**src/rtl/sdac_pkg.sv**
```systemverilog
package sdac_pkg;

   typedef enum logic [2:0] {
      OP_WRITE     = 3'd0,
      OP_WRITE_UPD = 3'd1,
      OP_STROBE    = 3'd2,
      OP_CLEAR     = 3'd3,
      OP_READ      = 3'd4
   } sdac_op_e;

   typedef enum logic [2:0] {
      ST_IDLE,
      ST_PRE,
      ST_SETUP,
      ST_SHIFT,
      ST_HOLD,
      ST_GAP,
      ST_PULSE
   } sdac_state_e;

   function automatic int unsigned max3(input int unsigned a, input int unsigned b,
                                        input int unsigned c);
      int unsigned m;
      m = (a > b) ? a : b;
      return (m > c) ? m : c;
   endfunction

endpackage

```
**src/rtl/sdac_tick_gen.sv**
```systemverilog
module sdac_tick_gen #(
   parameter int unsigned DIV = 2
) (
   input  logic clk,
   input  logic rst_n,
   input  logic en,
   output logic tick
);

   generate
      if (DIV <= 1) begin : g_every
         assign tick = en;
      end else begin : g_count
         localparam int unsigned CW = $clog2(DIV);
         localparam logic [CW-1:0] LAST = CW'(DIV - 1);
         logic [CW-1:0] cnt;

         always_ff @(posedge clk or negedge rst_n) begin
            if (!rst_n) begin
               cnt <= '0;
            end else if (!en) begin
               cnt <= '0;
            end else if (cnt == LAST) begin
               cnt <= '0;
            end else begin
               cnt <= cnt + 1'b1;
            end
         end

         assign tick = en && (cnt == LAST);
      end
   endgenerate

endmodule

```
**src/rtl/sdac_shift_reg.sv**
```systemverilog
module sdac_shift_reg #(
   parameter int unsigned W = 16
) (
   input  logic         clk,
   input  logic         rst_n,
   input  logic         load,
   input  logic [W-1:0] load_val,
   input  logic         shift,
   input  logic         ser_in,
   output logic [W-1:0] par_out,
   output logic         msb
);

   logic [W-1:0] sh;

   always_ff @(posedge clk or negedge rst_n) begin
      if (!rst_n) begin
         sh <= '0;
      end else if (load) begin
         sh <= load_val;
      end else if (shift) begin
         sh <= {sh[W-2:0], ser_in};
      end
   end

   assign par_out = sh;
   assign msb     = sh[W-1];

endmodule

```
**src/rtl/sdac_countdown.sv**
```systemverilog
module sdac_countdown #(
   parameter int unsigned CW = 4
) (
   input  logic          clk,
   input  logic          rst_n,
   input  logic          load,
   input  logic [CW-1:0] len,
   output logic          last
);

   logic [CW-1:0] cnt;

   always_ff @(posedge clk or negedge rst_n) begin
      if (!rst_n) begin
         cnt <= '0;
      end else if (load) begin
         cnt <= (len == '0) ? '0 : len - 1'b1;
      end else if (cnt != '0) begin
         cnt <= cnt - 1'b1;
      end
   end

   assign last = (cnt == '0);

endmodule

```
**src/rtl/sdac_host_ctrl.sv**
```systemverilog
module sdac_host_ctrl
   import sdac_pkg::*;
#(
   parameter int unsigned WORD_W   = 16,
   parameter int unsigned HALF_DIV = 2,
   parameter int unsigned SYNC_GAP = 6,
   parameter int unsigned LDAC_CYC = 4,
   parameter int unsigned CLR_CYC  = 5
) (
   input  logic              clk,
   input  logic              rst_n,
   input  logic              cmd_valid,
   input  logic [2:0]        cmd_op,
   input  logic [WORD_W-1:0] cmd_data,
   output logic              busy,
   output logic              done,
   output logic [WORD_W-1:0] rd_data,
   output logic              sclk,
   output logic              sdin,
   output logic              sync_n,
   output logic              ldac_n,
   output logic              clr_n,
   output logic              rben_n,
   input  logic              sdo
);

   localparam int unsigned EDGE_W = $clog2(WORD_W + 1);
   localparam int unsigned TMAX   = max3(SYNC_GAP, LDAC_CYC, CLR_CYC);
   localparam int unsigned TW     = $clog2(TMAX + 1);
   localparam logic [EDGE_W-1:0] LAST_EDGE = EDGE_W'(WORD_W);

   generate
      if (WORD_W < 2) begin : g_bad_width
         $error("sdac_host_ctrl: WORD_W must be at least 2");
      end
      if (HALF_DIV < 1) begin : g_bad_div
         $error("sdac_host_ctrl: HALF_DIV must be at least 1");
      end
      if (SYNC_GAP < 1 || LDAC_CYC < 1 || CLR_CYC < 1) begin : g_bad_time
         $error("sdac_host_ctrl: timing intervals must be at least 1");
      end
   endgenerate

   sdac_state_e       state;
   logic [2:0]        op_q;
   logic              sclk_q, sync_q, ldac_q, clr_q, rben_q;
   logic              busy_q, done_q;
   logic [WORD_W-1:0] rd_q;
   logic [EDGE_W-1:0] edges;

   logic              tick_en, tick;
   logic              is_read, fall_now, rise_now;
   logic              accept, acc_write, acc_read, acc_pulse;
   logic              sh_load, sh_shift;
   logic [WORD_W-1:0] sh_val, sh_par;
   logic              sh_msb;
   logic              tm_load, tm_last;
   logic [TW-1:0]     tm_len;

   assign accept    = cmd_valid && (state == ST_IDLE);
   assign acc_write = accept && (cmd_op == OP_WRITE || cmd_op == OP_WRITE_UPD);
   assign acc_read  = accept && (cmd_op == OP_READ);
   assign acc_pulse = accept && (cmd_op == OP_STROBE || cmd_op == OP_CLEAR);

   assign tick_en  = (state == ST_PRE) || (state == ST_SETUP) ||
                     (state == ST_SHIFT) || (state == ST_HOLD);
   assign is_read  = (op_q == OP_READ);
   assign fall_now = tick && ((state == ST_SETUP) || (state == ST_SHIFT && sclk_q));
   assign rise_now = tick && (state == ST_SHIFT) && !sclk_q;

   sdac_tick_gen #(.DIV(HALF_DIV)) u_tick (
      .clk  (clk),
      .rst_n(rst_n),
      .en   (tick_en),
      .tick (tick)
   );

   // writes shift out after each rising edge; readbacks shift in on each falling edge
   assign sh_load  = acc_write || acc_read;
   assign sh_val   = acc_write ? cmd_data : '0;
   assign sh_shift = is_read ? fall_now : rise_now;

   sdac_shift_reg #(.W(WORD_W)) u_shift (
      .clk     (clk),
      .rst_n   (rst_n),
      .load    (sh_load),
      .load_val(sh_val),
      .shift   (sh_shift),
      .ser_in  (sdo),
      .par_out (sh_par),
      .msb     (sh_msb)
   );

   assign tm_load = acc_pulse || (state == ST_HOLD && tick);

   always_comb begin
      if (state == ST_HOLD) begin
         tm_len = TW'(SYNC_GAP);
      end else if (cmd_op == OP_STROBE) begin
         tm_len = TW'(LDAC_CYC);
      end else begin
         tm_len = TW'(CLR_CYC);
      end
   end

   sdac_countdown #(.CW(TW)) u_timer (
      .clk  (clk),
      .rst_n(rst_n),
      .load (tm_load),
      .len  (tm_len),
      .last (tm_last)
   );

   always_ff @(posedge clk or negedge rst_n) begin
      if (!rst_n) begin
         state  <= ST_IDLE;
         op_q   <= '0;
         sclk_q <= 1'b1;
         sync_q <= 1'b1;
         ldac_q <= 1'b1;
         clr_q  <= 1'b1;
         rben_q <= 1'b1;
         busy_q <= 1'b0;
         done_q <= 1'b0;
         rd_q   <= '0;
         edges  <= '0;
      end else begin
         done_q <= 1'b0;
         unique case (state)
            ST_IDLE: begin
               if (cmd_valid) begin
                  op_q <= cmd_op;
                  case (cmd_op)
                     OP_WRITE, OP_WRITE_UPD: begin
                        busy_q <= 1'b1;
                        ldac_q <= (cmd_op != OP_WRITE_UPD);
                        state  <= ST_PRE;
                     end
                     OP_READ: begin
                        busy_q <= 1'b1;
                        rben_q <= 1'b0;
                        state  <= ST_SETUP;
                     end
                     OP_STROBE: begin
                        busy_q <= 1'b1;
                        ldac_q <= 1'b0;
                        state  <= ST_PULSE;
                     end
                     OP_CLEAR: begin
                        busy_q <= 1'b1;
                        clr_q  <= 1'b0;
                        state  <= ST_PULSE;
                     end
                     default: begin
                        done_q <= 1'b1;
                     end
                  endcase
               end
            end
            ST_PRE: begin
               if (tick) begin
                  sync_q <= 1'b0;
                  state  <= ST_SETUP;
               end
            end
            ST_SETUP: begin
               if (tick) begin
                  sclk_q <= 1'b0;
                  edges  <= EDGE_W'(1);
                  state  <= ST_SHIFT;
               end
            end
            ST_SHIFT: begin
               if (tick) begin
                  if (sclk_q) begin
                     sclk_q <= 1'b0;
                     edges  <= edges + 1'b1;
                  end else begin
                     sclk_q <= 1'b1;
                     if (edges == LAST_EDGE) begin
                        state <= ST_HOLD;
                     end
                  end
               end
            end
            ST_HOLD: begin
               if (tick) begin
                  sync_q <= 1'b1;
                  rben_q <= 1'b1;
                  ldac_q <= 1'b1;
                  if (is_read) begin
                     rd_q <= sh_par;
                  end
                  state <= ST_GAP;
               end
            end
            ST_GAP: begin
               if (tm_last) begin
                  busy_q <= 1'b0;
                  done_q <= 1'b1;
                  state  <= ST_IDLE;
               end
            end
            ST_PULSE: begin
               if (tm_last) begin
                  ldac_q <= 1'b1;
                  clr_q  <= 1'b1;
                  busy_q <= 1'b0;
                  done_q <= 1'b1;
                  state  <= ST_IDLE;
               end
            end
            default: begin
               state <= ST_IDLE;
            end
         endcase
      end
   end

   assign busy    = busy_q;
   assign done    = done_q;
   assign rd_data = rd_q;
   assign sclk    = sclk_q;
   assign sync_n  = sync_q;
   assign ldac_n  = ldac_q;
   assign clr_n   = clr_q;
   assign rben_n  = rben_q;
   assign sdin    = sync_q ? 1'b0 : sh_msb;

endmodule

```
**config.mk**
```make
export PLATFORM = sky130hd
export DESIGN_NAME = sdac_host_ctrl
export DESIGN_NICKNAME = d
export VERILOG_FILES = /design/src/rtl/sdac_pkg.sv /design/src/rtl/sdac_tick_gen.sv /design/src/rtl/sdac_shift_reg.sv /design/src/rtl/sdac_countdown.sv /design/src/rtl/sdac_host_ctrl.sv
export SDC_FILE = /design/constraint.sdc
export NUM_CORES = 1
export LEC_CHECK = 0
export ABC_AREA = 1
export BUFFER_PORTS_ARGS = -buffer_cell sky130_fd_sc_hd__buf_4
export CORE_MARGIN = 2
export CORE_UTILIZATION = 55
export DETAILED_ROUTE_END_ITERATION = 10
export PLACE_DENSITY = 0.78
export SYNTH_ARGS = -nofsm -noshare
export SYNTH_HDL_FRONTEND = slang
export SYNTH_SLANG_ARGS = --single-unit
```
**constraint.sdc**
```tcl
create_clock -name clk -period 1.96 [get_ports clk]
set_input_delay 0.098 -clock clk [delete_from_list [all_inputs] [get_ports clk]]
set_output_delay 0.098 -clock clk [all_outputs]
set_load 0.1 [all_outputs]
```
==> metrics, run 1 <==
leading area contributor after synthesis=dfrtp_1; met1 Use GR=0.375; Pleak=1.78 nW; Psw=about 2.6 mW; MaxCap Viol Count=0; number of library cell types mapped by synthesis=25; Synth warnings=0; met2 usage in global routing=0.362; DRT iter0 DRCs=180; final core utilization=0.695; Min Clock Period, post-route=1.75 ns; CTS Buf Count=5; Final nets=approximately 450; Root Driver=clkbuf_8; Setup TNS=0 ns; CTS H-tree depth=2; CTS Buffer Depth=2; Comb pwr share=0.529; first-pass GRT wire length=10,500 um; full die area=0.00564 mm2; # clock sinks=54; Synth Flop Type=dfrtp_1; total global-route track usage=0.246; Yosys top cell area share=0.441; fillcell total=approximately 440; Hold WC Path Type=input pin to flop; Syn Inst Count=369; Area Growth Syn to Fin=19.6%; Synth Area in Simple Gates=0.312; synthesized area=0.00278 mm2; crit-path max FO=7; largest net degree at the start of global routing=55; RSZ-0062 raised after global routing=false; Routed WL=between 6000 and 7000 um; VDD IR-drop max=roughly 0.0012 V; Clock power frac=0.126; layout cells sized above 1=0.192; Site Rows=25; Data arrival, critical path=2.00 ns; CTS tree=yes; sw frac=0.510; CP startpoint kind=flop; ranking of synthesized cells by area=dfrtp_1, nand2_1, nand3_1; register share of total power=0.345; critical path cell sequence=inv_1 > nand2_1 > nor2_2 > nand2_1 > inv_1 > nand2_1 > nand2_1 > inv_1 > ha_1 > o21bai_1 > inv_1; fin crit share=0.893; num ports=47; global routing met3 resource utilization=0.0455; Synth Area per Inst=about 7.5 um2; core area=0.00479 mm2; First-pass DRT Iterations=5; max_slew headroom=0.553; Final Hold Fails=0; PD cells=1550 mW/mm2; clock latency on the worst-skew pair=0.31 ns; GRT busiest layer=met1; die height=75.1 um; top cells by count, synth=nand2_1, dfrtp_1, inv_1, nand3_1, nor2_1; CP Class=flop to flop; Max Fclk=0.571 GHz; post-synthesis compound-gate area fraction=0.0963; DR vias/cell=5.19; DRC=0; Initial Utilization=0.581; Layout Skew=approximately 0.0063 ns; number of flops mapped to enable cells by yosys=0; adder-cell share of the synthesized area=0.0135; post-synthesis mux area share=0; Clk pin slew, worst setup/hold paths=~0.1 ns; Net Count, Synth=395; Seq/Total Area, Yosys=0.488; Post-synth ARST share=1.00; via count=2,535; placed wire-length estimate=about 4800 um; final setup violation count=0; Slew Viols, Final=0; vias in the first global route=2,240; WL/cell=13.2 um; slowest CP cell=dfrtp_1; r2r setup slk=0.21 ns; main combinational cell family by area after synthesis=simple AND/OR/NAND/NOR gates; routability cong.=0.876; antenna violation net count after detailed routing=0; chip width=75.1 um; max incr delay on CP=0.49 ns; Pint=2.53 mW; Synth Area in XOR/XNOR=0.00630; IO buf count=46; Slew @ Worst Pin=0.670 ns; number of diodes=0; Critical Path Sink Type=flop; initial antenna violation count=0; #FFs+latches synth=54; top-count cell post-synth=nand2_1; status=finished clean; grt ovf=0; WP data required=approximately 2.2 ns
[flip-flops by register name (all words and copies together) (netlist names)]
register	count
u_tick.g_count.cnt	1
sync_n	1
busy	1
op_q	3
ldac_n	1
u_shift.par_out	16
u_timer.cnt	3
done	1
clr_n	1
rben_n	1
state	3
rd_data	16
sclk	1
edges	5
[kinds of logic after synthesis]
group           Yosys count
compound gates           49
simple gates            206
buf+inv                  55
flops                    54
xor+xnor                  2
fa+ha+maj                 3
[worst paths after layout]
kind,cells after the start,to,from
min reg2reg,2,ldac_n,ldac_n
max in group asynchronous,2,op_q[2],rst_n
max reg2reg,11,u_timer.cnt[1],state[2]
min in group asynchronous,2,edges[0],rst_n
max,11,u_timer.cnt[1],state[2]
min,5,u_shift.par_out[9],cmd_data[9]
[layout by cell type, fill, tap and decap left out, types with 3 or more instances in the layout]
cell	Yosys	final
clkbuf_8	0	6
nor2_4	3	4
o21bai_1	4	4
dfrtp_1	49	49
nand2_1	139	139
o21ai_0	18	18
nor2_1	19	19
buf_4	2	53
nand2_2	3	3
a21oi_1	6	6
nand3_1	36	36
ha_1	3	3
o21ai_1	16	16
inv_1	42	42
dfstp_2	5	5
[worst max-delay path: cells and delay by family, from the launching register on]
family          cells  cell delay [ns]
simple gates        5             0.52
flops               1             0.49
buf+inv             4             0.27
fa+ha+maj           1             0.27
compound gates      1             0.15
[cell type report]
cell class / count / area, um2 / area share
clock buffers: 6 / 82.6 / 0.0248
clock inverters: 2 / 12.5 / 0.00376
inverters: 44 / 165 / 0.0497
multi-input cells: 260 / 1200 / 0.360
flip-flops and latches: 54 / 1360 / 0.408
well taps: 67 / 83.8 / 0.0252
repair buffers: 55 / 428 / 0.129
[power groups by stage]
stage | clock network (mW) | registers, mW | logic, mW
finish | 0.651 | 1.78 | 2.73
CTS | 0.666 | 1.77 | 2.74
floorplan | 0 | 2.62 | 1.24
global route | 0.706 | 1.82 | 3.00
global placement | 0 | 1.77 | 2.70
detailed placement | 0 | 1.79 | 2.73
[layer usage]
metal | wire [um] | vias to the layer above
li1 | - | 1266
met1 | 3130 | 1181
met2 | 2930 | 81
met3 | 319 | 7
met4 | 57 | 0
met5 | 0 | -
[through the flow]
| stage | total power [mW] | cells | setup WS [ns] | area [um2] | hold slack (ns) |
|---|---|---|---|---|---|
| 3_3_place_gp | 4.47 | 479 | 0.223 | 3220 | 0.178 |
| 5_1_grt | 5.53 | 488 | 0.00455 | 3330 | 0.0922 |
| 6_report | 5.16 | 488 | 0.209 | 3330 | 0.0777 |
| 3_5_place_dp | 4.51 | 479 | 0.197 | 3220 | 0.179 |
| 4_1_cts | 5.17 | 488 | 0.173 | 3320 | 0.0694 |
| 2_1_floorplan | 3.86 | 369 | 0.00414 | 2780 | -0.198 |
[what timing repair did]
action                     4_1_cts  5_1_grt
hold endpoints to repair        49        0
resized for setup                0        1
buffers inserted                 0        0
setup endpoints to repair        0        1
hold buffers                     1        0
Note: power is estimated with default switching activity, not from simulation.
==> run 2, diff against run 1 <==
- RECOVER_POWER: unset -> 25
- REMOVE_ABC_BUFFERS: unset -> 1
==> metrics, run 2 (synthesis results as in run 1) <==
Max Fclk=0.566 GHz (-0.89%); placed wire-length estimate=4260 um (-10%); Overall Power=5.23 mW (+1.3%); Reg2Reg Launch Point=state[1]; core area=0.00479 mm2 (unchanged); Routed WL=5990 um (-7.0%); CTS tree=yes; chip width=75.1 um (unchanged); fin cells=489 (+0.20%); Final nets=447 (+0.22%); Clk pin slew, worst setup/hold paths=0.10 ns (about the same); final setup violation count=0 (unchanged); antenna violation net count after detailed routing=0 (unchanged); via count=2,462 (-2.9%); WL/cell=12.2 um (-7.2%); PD cells=1570 mW/mm2 (+0.95%); critical path cell sequence=nor2_4 > nand2_1 > nor2_2 > nand2_1 > inv_1 > nand2_1 > nand2_1 > inv_1 > ha_1 > o21bai_1 > inv_1; grt ovf=0 (unchanged); reg2reg end=u_timer.cnt[1]; slowest CP cell=dfrtp_2; layout cells sized above 1=0.194 (+0.00191); Layout Skew=0.00832 ns (+0.00198 ns); Fin Hold WS=0.0694 ns (-0.00826 ns); largest net degree at the start of global routing=55 (unchanged); num ports=47 (unchanged); initial antenna violation count=0 (unchanged); Worst Hold End=u_shift.par_out[10]; max_slew headroom=0.141 (-0.412); VDD IR-drop max=0.00113 V (-6.9%); CP Class=flop to flop; beginning of the critical path=state[1]; Pleak=1.79 nW (+0.24%); IO buf count=46 (unchanged); status=finished clean; Area Growth Syn to Fin=20.0%; Site Rows=25 (unchanged); final core utilization=0.697 (+0.00209); r2r setup slk=0.19 ns (-0.02 ns); R2R cell count=11 (unchanged); post-CTS setup repair buffer count=0 (unchanged); Final Hold Fails=0 (unchanged); number of diodes=0 (unchanged); Area after DPL=0.00321 mm2 (-0.16%); Min Clock Period, post-route=1.77 ns (+0.0158 ns); First-pass DRT Iterations=4 (-1); commonest non-fill, non-tap cell in the layout=nand2_1; most frequent cells in the layout=nand2_1, buf_4, dfrtp_1; dpl cells=480 (+0.21%); CP most frequent cell=nand2_1; fin crit share=0.901 (+0.00804); RSZ-0062 raised after global routing=false; die height=75.1 um (unchanged); Hold WC Path Type=input pin to flop; DRC=0 (unchanged); Critical Path Sink Type=flop; Min-Delay Startpoint=cmd_data[10]; DRT iter0 DRCs=116 (-36%); crit-path max FO=5 (-2); vias in the first global route=2,204 (-1.6%); WP data required=2.21 ns (about the same); Slew @ Worst Pin=1.29 ns (+0.618 ns); CP startpoint kind=flop; routability cong.=0.927 (+5.8%); max incr delay on CP=0.45 ns (-0.04 ns); first-pass GRT wire length=9760 um (-7.3%); Root Driver=clkbuf_8; Data arrival, critical path=2.02 ns (+0.02 ns); CTS Buffer Depth=2 (unchanged); CTS H-tree depth=2 (unchanged); total global-route track usage=0.227 (-0.0190); CTS Buf Count=5 (unchanged); hold depth=5 (unchanged); Slew Viols, Final=0 (unchanged); clock latency on the worst-skew pair=0.31 ns (about the same); MaxCap Viol Count=0 (unchanged); full die area=0.00564 mm2 (unchanged); # clock sinks=54 (unchanged); design area=0.00334 mm2 (+0.30%); Initial Utilization=0.581 (unchanged); DR vias/cell=5.03 (-3.1%)
## run 2: worst max-delay path: cells and delay by family, from the launching register on
kind                       cells  cell delay (ns)
adders and majority gates      1             0.28
DFF                            1             0.45
AOI/OAI and AO/OA              1             0.15
and+or+nand+nor                6             0.67
buffers and inverters          3             0.17
## run 2: power breakdown
part	switching, mW	leakage (nW)	internal (mW)	total, mW
combinational	1.99	1.03	0.740	2.73
clock	0.355	0.0554	0.384	0.739
sequential	0.248	0.703	1.51	1.76
## run 2: routing by layer
metal  wire length [um]  global-route usage  share of wire
met1               2770               0.311           0.46
met2               2900               0.373           0.48
met3                294              0.0469          0.049
met4                 25              0.0536         0.0042
met5                  0                   0              0
## run 2: worst max-delay path by stage
stage                          to  slack [ns]  cells past startpoint
2_1_floorplan  u_shift.par_out[0]       -0.02                      7
3_3_place_gp       u_timer.cnt[1]        0.24                     11
3_5_place_dp       u_timer.cnt[1]        0.15                     11
4_1_cts            u_timer.cnt[1]        0.12                     11
5_1_grt            u_timer.cnt[1]        0.02                     11
6_report           u_timer.cnt[1]        0.19                     11
## run 2: metrics by stage
| stage | TNS, ns | setup slack, ns |
|---|---|---|
| 3_5_place_dp | 0 | 0.153 |
| 6_report | 0 | 0.193 |
| 3_3_place_gp | 0 | 0.236 |
| 4_1_cts | 0 | 0.122 |
| 5_1_grt | 0 | 0.0178 |
| 2_1_floorplan | -0.372 | -0.0232 |
## run 2: what timing repair did
item                                   4_1_cts  5_1_grt
hold buffers                                 1        0
setup endpoints to repair                    0        1
endpoints found under the hold margin       49        0
resized for setup                            0        2
## run 2: area by class of cell
class	count	area, um2
multi-input cells	260	1200
repair buffers	56	420
well taps	67	83.8
fillers	420	1450
inverters	44	165
clock inverters	2	38.8
clock buffers	6	72.6
flip-flops and latches	54	1360
